## config.mk

```make
export PLATFORM = sky130hd
export DESIGN_NAME = gated_edge_capture
export DESIGN_NICKNAME = d
export VERILOG_FILES = /design/src/rtl/gec_pkg.sv /design/src/rtl/gec_sampler.sv /design/src/rtl/gec_gate.sv /design/src/rtl/gec_fifo.sv /design/src/rtl/gated_edge_capture.sv
export SDC_FILE = /design/constraint.sdc
export NUM_CORES = 2
export LEC_CHECK = 0
export BUFFER_PORTS_ARGS = -buffer_cell sky130_fd_sc_hd__buf_2
export CAP_MARGIN = 0
export CORE_MARGIN = 2
export CORE_UTILIZATION = 60
export CTS_CLUSTER_DIAMETER = 120
export DETAILED_ROUTE_END_ITERATION = 7
export PLACE_DENSITY = 0.76
export SKIP_LAST_GASP = 1
export SYNTH_ARGS = -nofsm -noshare
export SYNTH_HDL_FRONTEND = slang
export SYNTH_HIERARCHICAL = 1
export SYNTH_SLANG_ARGS = --single-unit
```

## constraint.sdc

```tcl
create_clock -name clk -period 4.95 [get_ports clk]
set_clock_uncertainty 0.1 [all_clocks]
set_input_delay 0.99 -clock clk [delete_from_list [all_inputs] [get_ports clk]]
set_output_delay 0.99 -clock clk [all_outputs]
set_load 0.05 [all_outputs]
```

## src/rtl/gec_pkg.sv

```systemverilog
package gec_pkg;
  typedef enum logic [1:0] {
    GM_NONE = 2'b00,
    GM_RISE = 2'b01,
    GM_FALL = 2'b10,
    GM_BOTH = 2'b11
  } gate_mode_e;

  function automatic logic edge_match(gate_mode_e m, logic cur, logic prv);
    logic up;
    logic dn;
    up = cur & ~prv;
    dn = ~cur & prv;
    case (m)
      GM_RISE: edge_match = up;
      GM_FALL: edge_match = dn;
      GM_BOTH: edge_match = up | dn;
      default: edge_match = 1'b0;
    endcase
  endfunction
endpackage

```

## src/rtl/gec_sampler.sv

```systemverilog
module gec_sampler (
  input  logic clk,
  input  logic rst,
  input  logic din,
  output logic cur_q,
  output logic prv_q
);
  always_ff @(posedge clk) begin
    if (rst) begin
      cur_q <= 1'b0;
      prv_q <= 1'b0;
    end else begin
      cur_q <= din;
      prv_q <= cur_q;
    end
  end
endmodule

```

## src/rtl/gec_gate.sv

```systemverilog
module gec_gate
  import gec_pkg::*;
#(
  parameter int CNT_W = 16
) (
  input  logic             clk,
  input  logic             rst,
  input  logic             open_i,
  input  logic             close_i,
  input  logic [1:0]       mode_i,
  input  logic             hit_i,
  output logic             active_q,
  output gate_mode_e       mode_q,
  output logic [CNT_W-1:0] count_q
);
  logic start;
  assign start = open_i & ~close_i;

  always_ff @(posedge clk) begin
    if (rst) begin
      active_q <= 1'b0;
      mode_q   <= GM_NONE;
      count_q  <= '0;
    end else begin
      if (close_i) begin
        active_q <= 1'b0;
      end else if (open_i) begin
        active_q <= 1'b1;
        mode_q   <= gate_mode_e'(mode_i);
      end
      if (start) begin
        count_q <= '0;
      end else if (active_q && hit_i) begin
        count_q <= count_q + 1'b1;
      end
    end
  end
endmodule

```

## src/rtl/gec_fifo.sv

```systemverilog
module gec_fifo #(
  parameter int DEPTH = 64,
  parameter int W     = 32,
  localparam int AW   = (DEPTH > 1) ? $clog2(DEPTH) : 1,
  localparam int LW   = $clog2(DEPTH + 1)
) (
  input  logic          clk,
  input  logic          rst,
  input  logic          wr_en,
  input  logic [W-1:0]  wr_data,
  input  logic          rd_en,
  output logic          rd_valid,
  output logic [W-1:0]  rd_data,
  output logic [LW-1:0] level,
  output logic          drop,
  output logic          rd_fire
);
  localparam logic [AW-1:0] LAST = AW'(DEPTH - 1);
  localparam logic [LW-1:0] FULL = LW'(DEPTH);

  logic [W-1:0]  mem [DEPTH];
  logic [AW-1:0] wp;
  logic [AW-1:0] rp;
  logic          full;
  logic          wr_ok;

  assign full    = (level == FULL);
  assign wr_ok   = wr_en & ~full;
  assign drop    = wr_en & full;
  assign rd_fire = rd_en & (level != '0);

  always_ff @(posedge clk) begin
    if (wr_ok) mem[wp] <= wr_data;
  end

  always_ff @(posedge clk) begin
    if (rd_fire) rd_data <= mem[rp];
  end

  always_ff @(posedge clk) begin
    if (rst) begin
      wp       <= '0;
      rp       <= '0;
      level    <= '0;
      rd_valid <= 1'b0;
    end else begin
      rd_valid <= rd_fire;
      if (wr_ok) wp <= (wp == LAST) ? '0 : wp + 1'b1;
      if (rd_fire) rp <= (rp == LAST) ? '0 : rp + 1'b1;
      case ({wr_ok, rd_fire})
        2'b10:   level <= level + 1'b1;
        2'b01:   level <= level - 1'b1;
        default: level <= level;
      endcase
    end
  end
endmodule

```

## src/rtl/gated_edge_capture.sv

```systemverilog
module gated_edge_capture
  import gec_pkg::*;
#(
  parameter int TS_W  = 32,
  parameter int DEPTH = 64,
  parameter int CNT_W = 16,
  localparam int LW   = $clog2(DEPTH + 1)
) (
  input  logic             clk,
  input  logic             rst,
  input  logic             din,
  input  logic [TS_W-1:0]  ts,
  input  logic             gate_open,
  input  logic             gate_close,
  input  logic [1:0]       gate_mode,
  input  logic             rd_en,
  input  logic             ovf_clear,
  output logic             rd_valid,
  output logic [TS_W-1:0]  rd_ts,
  output logic             rd_ovf,
  output logic             ovf_flag,
  output logic             gate_active,
  output logic [CNT_W-1:0] edge_count
);
  logic          cur_s;
  logic          prv_s;
  gate_mode_e    mode_q;
  logic          hit;
  logic          wr_evt;
  logic [LW-1:0] fifo_level;
  logic          drop;
  logic          rd_fire;

  gec_sampler u_smp (
    .clk   (clk),
    .rst   (rst),
    .din   (din),
    .cur_q (cur_s),
    .prv_q (prv_s)
  );

  assign hit    = edge_match(mode_q, cur_s, prv_s);
  assign wr_evt = hit & gate_active;

  gec_gate #(.CNT_W(CNT_W)) u_gate (
    .clk      (clk),
    .rst      (rst),
    .open_i   (gate_open),
    .close_i  (gate_close),
    .mode_i   (gate_mode),
    .hit_i    (hit),
    .active_q (gate_active),
    .mode_q   (mode_q),
    .count_q  (edge_count)
  );

  gec_fifo #(.DEPTH(DEPTH), .W(TS_W)) u_fifo (
    .clk      (clk),
    .rst      (rst),
    .wr_en    (wr_evt),
    .wr_data  (ts),
    .rd_en    (rd_en),
    .rd_valid (rd_valid),
    .rd_data  (rd_ts),
    .level    (fifo_level),
    .drop     (drop),
    .rd_fire  (rd_fire)
  );

  always_ff @(posedge clk) begin
    if (rst) begin
      ovf_flag <= 1'b0;
      rd_ovf   <= 1'b0;
    end else begin
      if (drop) ovf_flag <= 1'b1;
      else if (ovf_clear) ovf_flag <= 1'b0;
      if (rd_fire) rd_ovf <= ovf_flag;
    end
  end
endmodule

```

# Word level (Yosys, flattened, before mapping)
# Memories as Yosys holds them, arrays and structs flattened. A register that Yosys moved wholly into a read port is not among the register bits.
# Cells that the tools add are included.
word_totals:
  ff_bits: 43
  ramBits: 2048
  elab_cells: 52
  mem_count: 1
op_classes:
  add_sub_neg: 5
  eq_ne: 8
  mux: 8
  n_bitwise: 12
  reduce_logical: 7
mem_list:
  columns: ["name", "depth", "width", "rd", "rd_clocked_by_memory_dff", "wr", "line", "rtl"]
  rows:
  - ["u_fifo.mem", 64, 32, 1, 1, 1, "gec_fifo.sv:21", "logic [W-1:0] mem [DEPTH];"]
op_table:
  columns: ["op", "n"]
  rows:
  - ["$add 16x1->16 const B", 1]
  - ["$pmux 7 s2", 1]
  - ["$add 6x1->6 const B", 2]
  - ["$eq 6x6->1 const B", 2]
  - ["$mux 6", 2]
  - ["$add 7x1->7 const B", 1]
  - ["$and 1x1->1", 7]
  - ["$eq 7x7->1 const B", 1]
  - ["$reduce_bool 7->1", 1]
  - ["$sub 7x1->7 const B", 1]
  - ["$eq 2x2->1 const B", 3]
  - ["$eq 2x1->1 const B", 2]
  - ["$mux 1", 4]
  - ["$not 1->1", 4]
  - ["$reduce_bool 2->1", 2]
  - ["$reduce_or 2->1", 2]
  - ["$pmux 1 s3", 1]
  - ["$reduce_and 2->1", 1]
  - ["$logic_and 1x1->1", 1]
  - ["$or 1x1->1", 1]

# Depth between registers and ports, before layout
logic_depth:
  ltp_word: 8
  mapped_depth: 15
  ltp_nobuf: 15

# By module
# Netlist, hierarchy kept.
modules_own_cells:
  columns: ["module", "n_inst", "cells_per_inst", "area_per_inst_um2", "seq_area_each_um2"]
  rows:
  - ["gec_fifo", 1, 3515, 79754.0, 62860.3]
  - ["gec_gate", 1, 95, 834.6, 380.4]
  - ["gated_edge_capture", 1, 17, 151.4, 40.0]
  - ["gec_sampler", 1, 4, 52.6, 40.0]

# Least setup slack after synthesis
# Ideal clock, no wire load.
synth_timing:
  kind: "input to register"
  from: "input rd_en"
  to: "register u_fifo.level[6]"
  setup_ps: 121
  arrival_time_ps: 3836
  slack_ps: 893
  cell_stages: 9
  path_buffers: 0
  path_cell_list: "nand2_1 > clkinv_1 > ha_1 > ha_1 > nor2b_1 > o21a_1 > o21a_1 > o211ai_1 > mux2_2"
synth_between:
  elab_chain_cells: 3
synth_rtl:
  columns: ["item", "line", "rtl"]
  rows:
  - ["start: declaration", "gated_edge_capture.sv:16", "input logic rd_en,"]
  - ["$and 1x1->1 (*)", "gec_fifo.sv:30", "assign rd_fire = rd_en & (level != '0);"]
  - ["net rd_fire", "gated_edge_capture.sv:32", "logic rd_fire;"]
  - ["$eq 2x1->1 / $eq 2x2->1 (equally long branches)", "gec_fifo.sv:50", "case ({wr_ok, rd_fire})"]
  - ["$pmux 7 s2 / $reduce_bool 2->1 (equally long branches)", null, null]
  - ["end signal: assignment", "gec_fifo.sv:51", "2'b10: level <= level + 1'b1;"]
  - ["end signal: assignment", "gec_fifo.sv:52", "2'b01: level <= level - 1'b1;"]
  - ["end signal: assignment", "gec_fifo.sv:53", "default: level <= level;"]
  - ["end: declaration", "gec_fifo.sv:14", "output logic [LW-1:0] level,"]
# Mark *: on every way through the listed nets, which the timed path passes. The rest lies on a longest branch.
# A chain may end at the register's enable or synchronous reset.

# Final worst setup path
layout_timing:
  from: "register u_smp.cur_q"
  to: "memory u_fifo.mem[40][29], enable pin"
layout_between:
  elab_chain_cells: 8
layout_rtl:
  columns: ["item", "line", "rtl"]
  rows:
  - ["start: declaration", "gec_sampler.sv:5", "output logic cur_q,"]
  - ["start signal: assignment", "gec_sampler.sv:13", "cur_q <= din;"]
  - ["$not 1->1", "gec_pkg.sv:13", "dn = ~cur & prv;"]
  - ["$and 1x1->1", "gec_pkg.sv:13", null]
  - ["$or 1x1->1", "gec_pkg.sv:17", "GM_BOTH: edge_match = up | dn;"]
  - ["$pmux 1 s3 (*)", "gec_pkg.sv:14", "case (m)"]
  - ["$and 1x1->1 (*)", "gated_edge_capture.sv:43", "assign wr_evt = hit & gate_active;"]
  - ["net wr_evt", "gated_edge_capture.sv:29", "logic wr_evt;"]
  - ["$and 1x1->1 (*)", "gec_fifo.sv:28", "assign wr_ok = wr_en & ~full;"]
  - ["$mux 1 (*)", "gec_fifo.sv:33", "if (wr_ok) mem[wp] <= wr_data;"]
  - ["$mux 1 (not written as such) (*)", "gec_fifo.sv:33", null]
  - ["end: declaration", "gec_fifo.sv:21", null]
# Marked as above.

==> results_dict.tcl <==
set metrics [dict create \
    coreArea_mm2 0.134 \
    synth_area_leaders "edfxtp_1 77%, mux4_2 13%, a22oi_1 1.3%, mux2i_1 1.3%, dfxtp_1 1.1%" \
    setup_viol 0 \
    final_max_slew_viol_count 0 \
    synth.avg_cell_area_um2 22.3 \
    r2r_slack_ps 1020 \
    finalNetCount 3957 \
    crit_arrival_ps 4270 \
    max_freq_ghz 0.255 \
    synth-edff-count 2080 \
    portBuffers 92 \
    grt_use_total 0.297 \
    drtIter0Drc 6273 \
    gr-total-overflow 0 \
    grt_pass1_wl_mm 289 \
    yosys.area.top_type "edfxtp_1" \
    seq_area_mm2 0.0633 \
    crit_type "flip-flop to flip-flop" \
    h-tree-depth 4 \
    hpwl_mm 116 \
    pre_cts_slack_ps 1040 \
    via_per_inst 6.91 \
    die_h_um 371 \
    place_congestion 0.827 \
    maxCapViolations 0 \
    vias 40300 \
    cts_root_buf "clkbuf_16" \
    drcViolationCount 0 \
    met2_usage 0.475 \
    relSlewSlack 0.183 \
    cts.sinks 2123 \
    ctsHoldBuffers 0 \
    leakagePower_nw 27.5 \
    post-cts-setup-buffers 0 \
    crit_path_start_kind "flip-flop" \
    dieWidth_um 371 \
    antenna_found_initial 17 \
    power_mw 35.7 \
    hold_violations 0 \
    worstPathRequired_ps 5290 \
    power_density_mw_per_mm2 393 \
    wire_per_inst_um 34.4 \
    grt_max_degree 77 \
    ant_nets 0 \
    met1_usage 0.418 \
    fin_crit_sh 0.793 \
    top_usage_layer "met2" \
    syn_area_mm2 0.0808 \
    wl_mm 201 \
    fillers 7815 \
    ir_worst_vdd_mv 0.471 \
    syn_to_final_growth_pct 12.4 \
    synth_fp_nets 3684 \
    insertion_delay_ps 830 \
    holdWs_ps 263 \
    hold_class "input pin to flip-flop" \
    synthArstFlopShare 0 \
    gr-usage-met3 0.0612 \
    synth_top_area_share 0.773 \
    yosys-top-cells-count "2080 x edfxtp_1, 481 x mux4_2, 138 x a22oi_1" \
    synth_seq_area_share 0.784 \
    yosysWarningCount 6 \
    initial_core_util 0.605 \
    tns_ps 0 \
    ys_ff_latch 2123 \
    dieArea_mm2 0.138 \
    worst_slew_pin_slew_ps 1220 \
    cts_resized 0 \
    synth_cell_types 62 \
    fin_ws_ps 1020 \
    cts_tree "done" \
    numCtsBuffers 200 \
    clk_pin_slew_ps 60 \
    synth-main-ff-cell "edfxtp_1" \
    grt_pass1_vias 40100 \
    top_level_ports 93 \
    rsz0062_at_grt "no" \
    path_max_fanout 32 \
    ctsLongestPathBuffers 3 \
    cp-end-kind "flip-flop" \
    yosysMostFrequentCell "edfxtp_1" \
    finalCriticalPeriod_ps 3930 \
    status "finished, final reports clean" \
    first_pass_iters 5 \
    multi_input_area_mm2 0.0168 \
    num_rows 134 \
    syn_inst 3631 \
    drive_gt1_frac 0.278 \
]
==> final cells by class <==
cell class | count | area share
clock buffers | 249 | 0.0580
well taps | 1768 | 0.0244
repair buffers | 277 | 0.0227
diodes | 2 | 0.0000551
multi-input cells | 1283 | 0.185
inverters | 19 | 0.000785
flip-flops and latches | 2123 | 0.697
clock inverters | 114 | 0.0112
==> kinds of logic (layout without fill, tap and decap cells) <==
group	Yosys count	after routing	synth area share
mux	583	583	0.147
simple gates	244	244	0.0144
buf+inv	225	659	0.0144
other cells	0	2	0
xor+xnor	17	17	0.00184
compound gates	427	427	0.0369
fa+ha+maj	12	12	0.00195
flops	2123	2123	0.784
==> through the flow <==
stage	instance area [um^2]	cells	utilization
floorplan	80800	3631	-
global placement	84500	5470	0.633
detailed placement	84500	5470	0.633
CTS	90800	5833	0.680
global route	90800	5833	0.680
finish	90800	5835	0.680
==> placed cells by master, fill, tap and decap left out, types with 20 or more instances in the layout <==
master     netlist  routed
a22o_1          23      23
nand2_1         41      41
clkinv_2         0      36
a211oi_1        57      57
or3_1           20      20
o22ai_1         38      38
clkinv_1         1      41
o221ai_1        21      21
dfxtp_1         43      37
buf_2           44      91
a21oi_1         90      90
mux4_2         481     481
clkbuf_16        0     203
buf_4           25     169
nor2_4           0      66
nor2_1         110      44
clkbuf_1        91      44
a22oi_1        138     138
edfxtp_1      2080    2080
mux2i_1        101     101
==> registers in the layout (all words and copies together) (netlist names), 2 cells and up <==
signal,cells
u_fifo/rp,6
u_gate/mode_q,2
u_fifo/rd_data,32
u_gate/count_q,16
u_fifo/level,7
u_fifo/wp,6
u_fifo/mem,2048
==> worst max-delay path, cell delays in order, from the launching register on <==
cell      delay [ps]
dfxtp_1          360
inv_1             60
ha_1             270
nand2b_1         170
a311oi_2         290
inv_1            130
a31oi_1          280
inv_1            140
nor2_1           280
nand2_1          510
buf_4            370
nor2_4           100
buf_4            470
==> per-layer routing <==
| metal | up-vias | routed length (um) |
|---|---|---|
| met5 | - | 124 |
| met4 | 14 | 6680 |
| met3 | 360 | 23200 |
| met2 | 2814 | 98900 |
| met1 | 21100 | 72000 |
| li1 | 16000 | - |
==> worst paths after layout <==
| path | startpoint | end | depth (start not counted) |
|---|---|---|---|
| hold / removal | gate_close | u_gate/active_q$_SDFFE_PP0P_ | 2 |
| hold reg to reg | u_gate/count_q[15]$_SDFFE_PP0P_ | u_gate/count_q[15]$_SDFFE_PP0P_ | 2 |
| setup reg to reg | u_smp/cur_q$_SDFF_PP0_ | u_fifo/mem[40][29]$_DFFE_PP_ | 12 |
| setup / recovery | u_smp/cur_q$_SDFF_PP0_ | u_fifo/mem[40][29]$_DFFE_PP_ | 12 |
==> report_power, final <==
| group | switching (mW) | total [mW] | internal [mW] |
|---|---|---|---|
| Combinational | 0.673 | 1.05 | 0.375 |
| Clock | 6.51 | 14.9 | 8.37 |
| Sequential | 0.0246 | 19.8 | 19.7 |
Power figures use the tool's default switching activity.
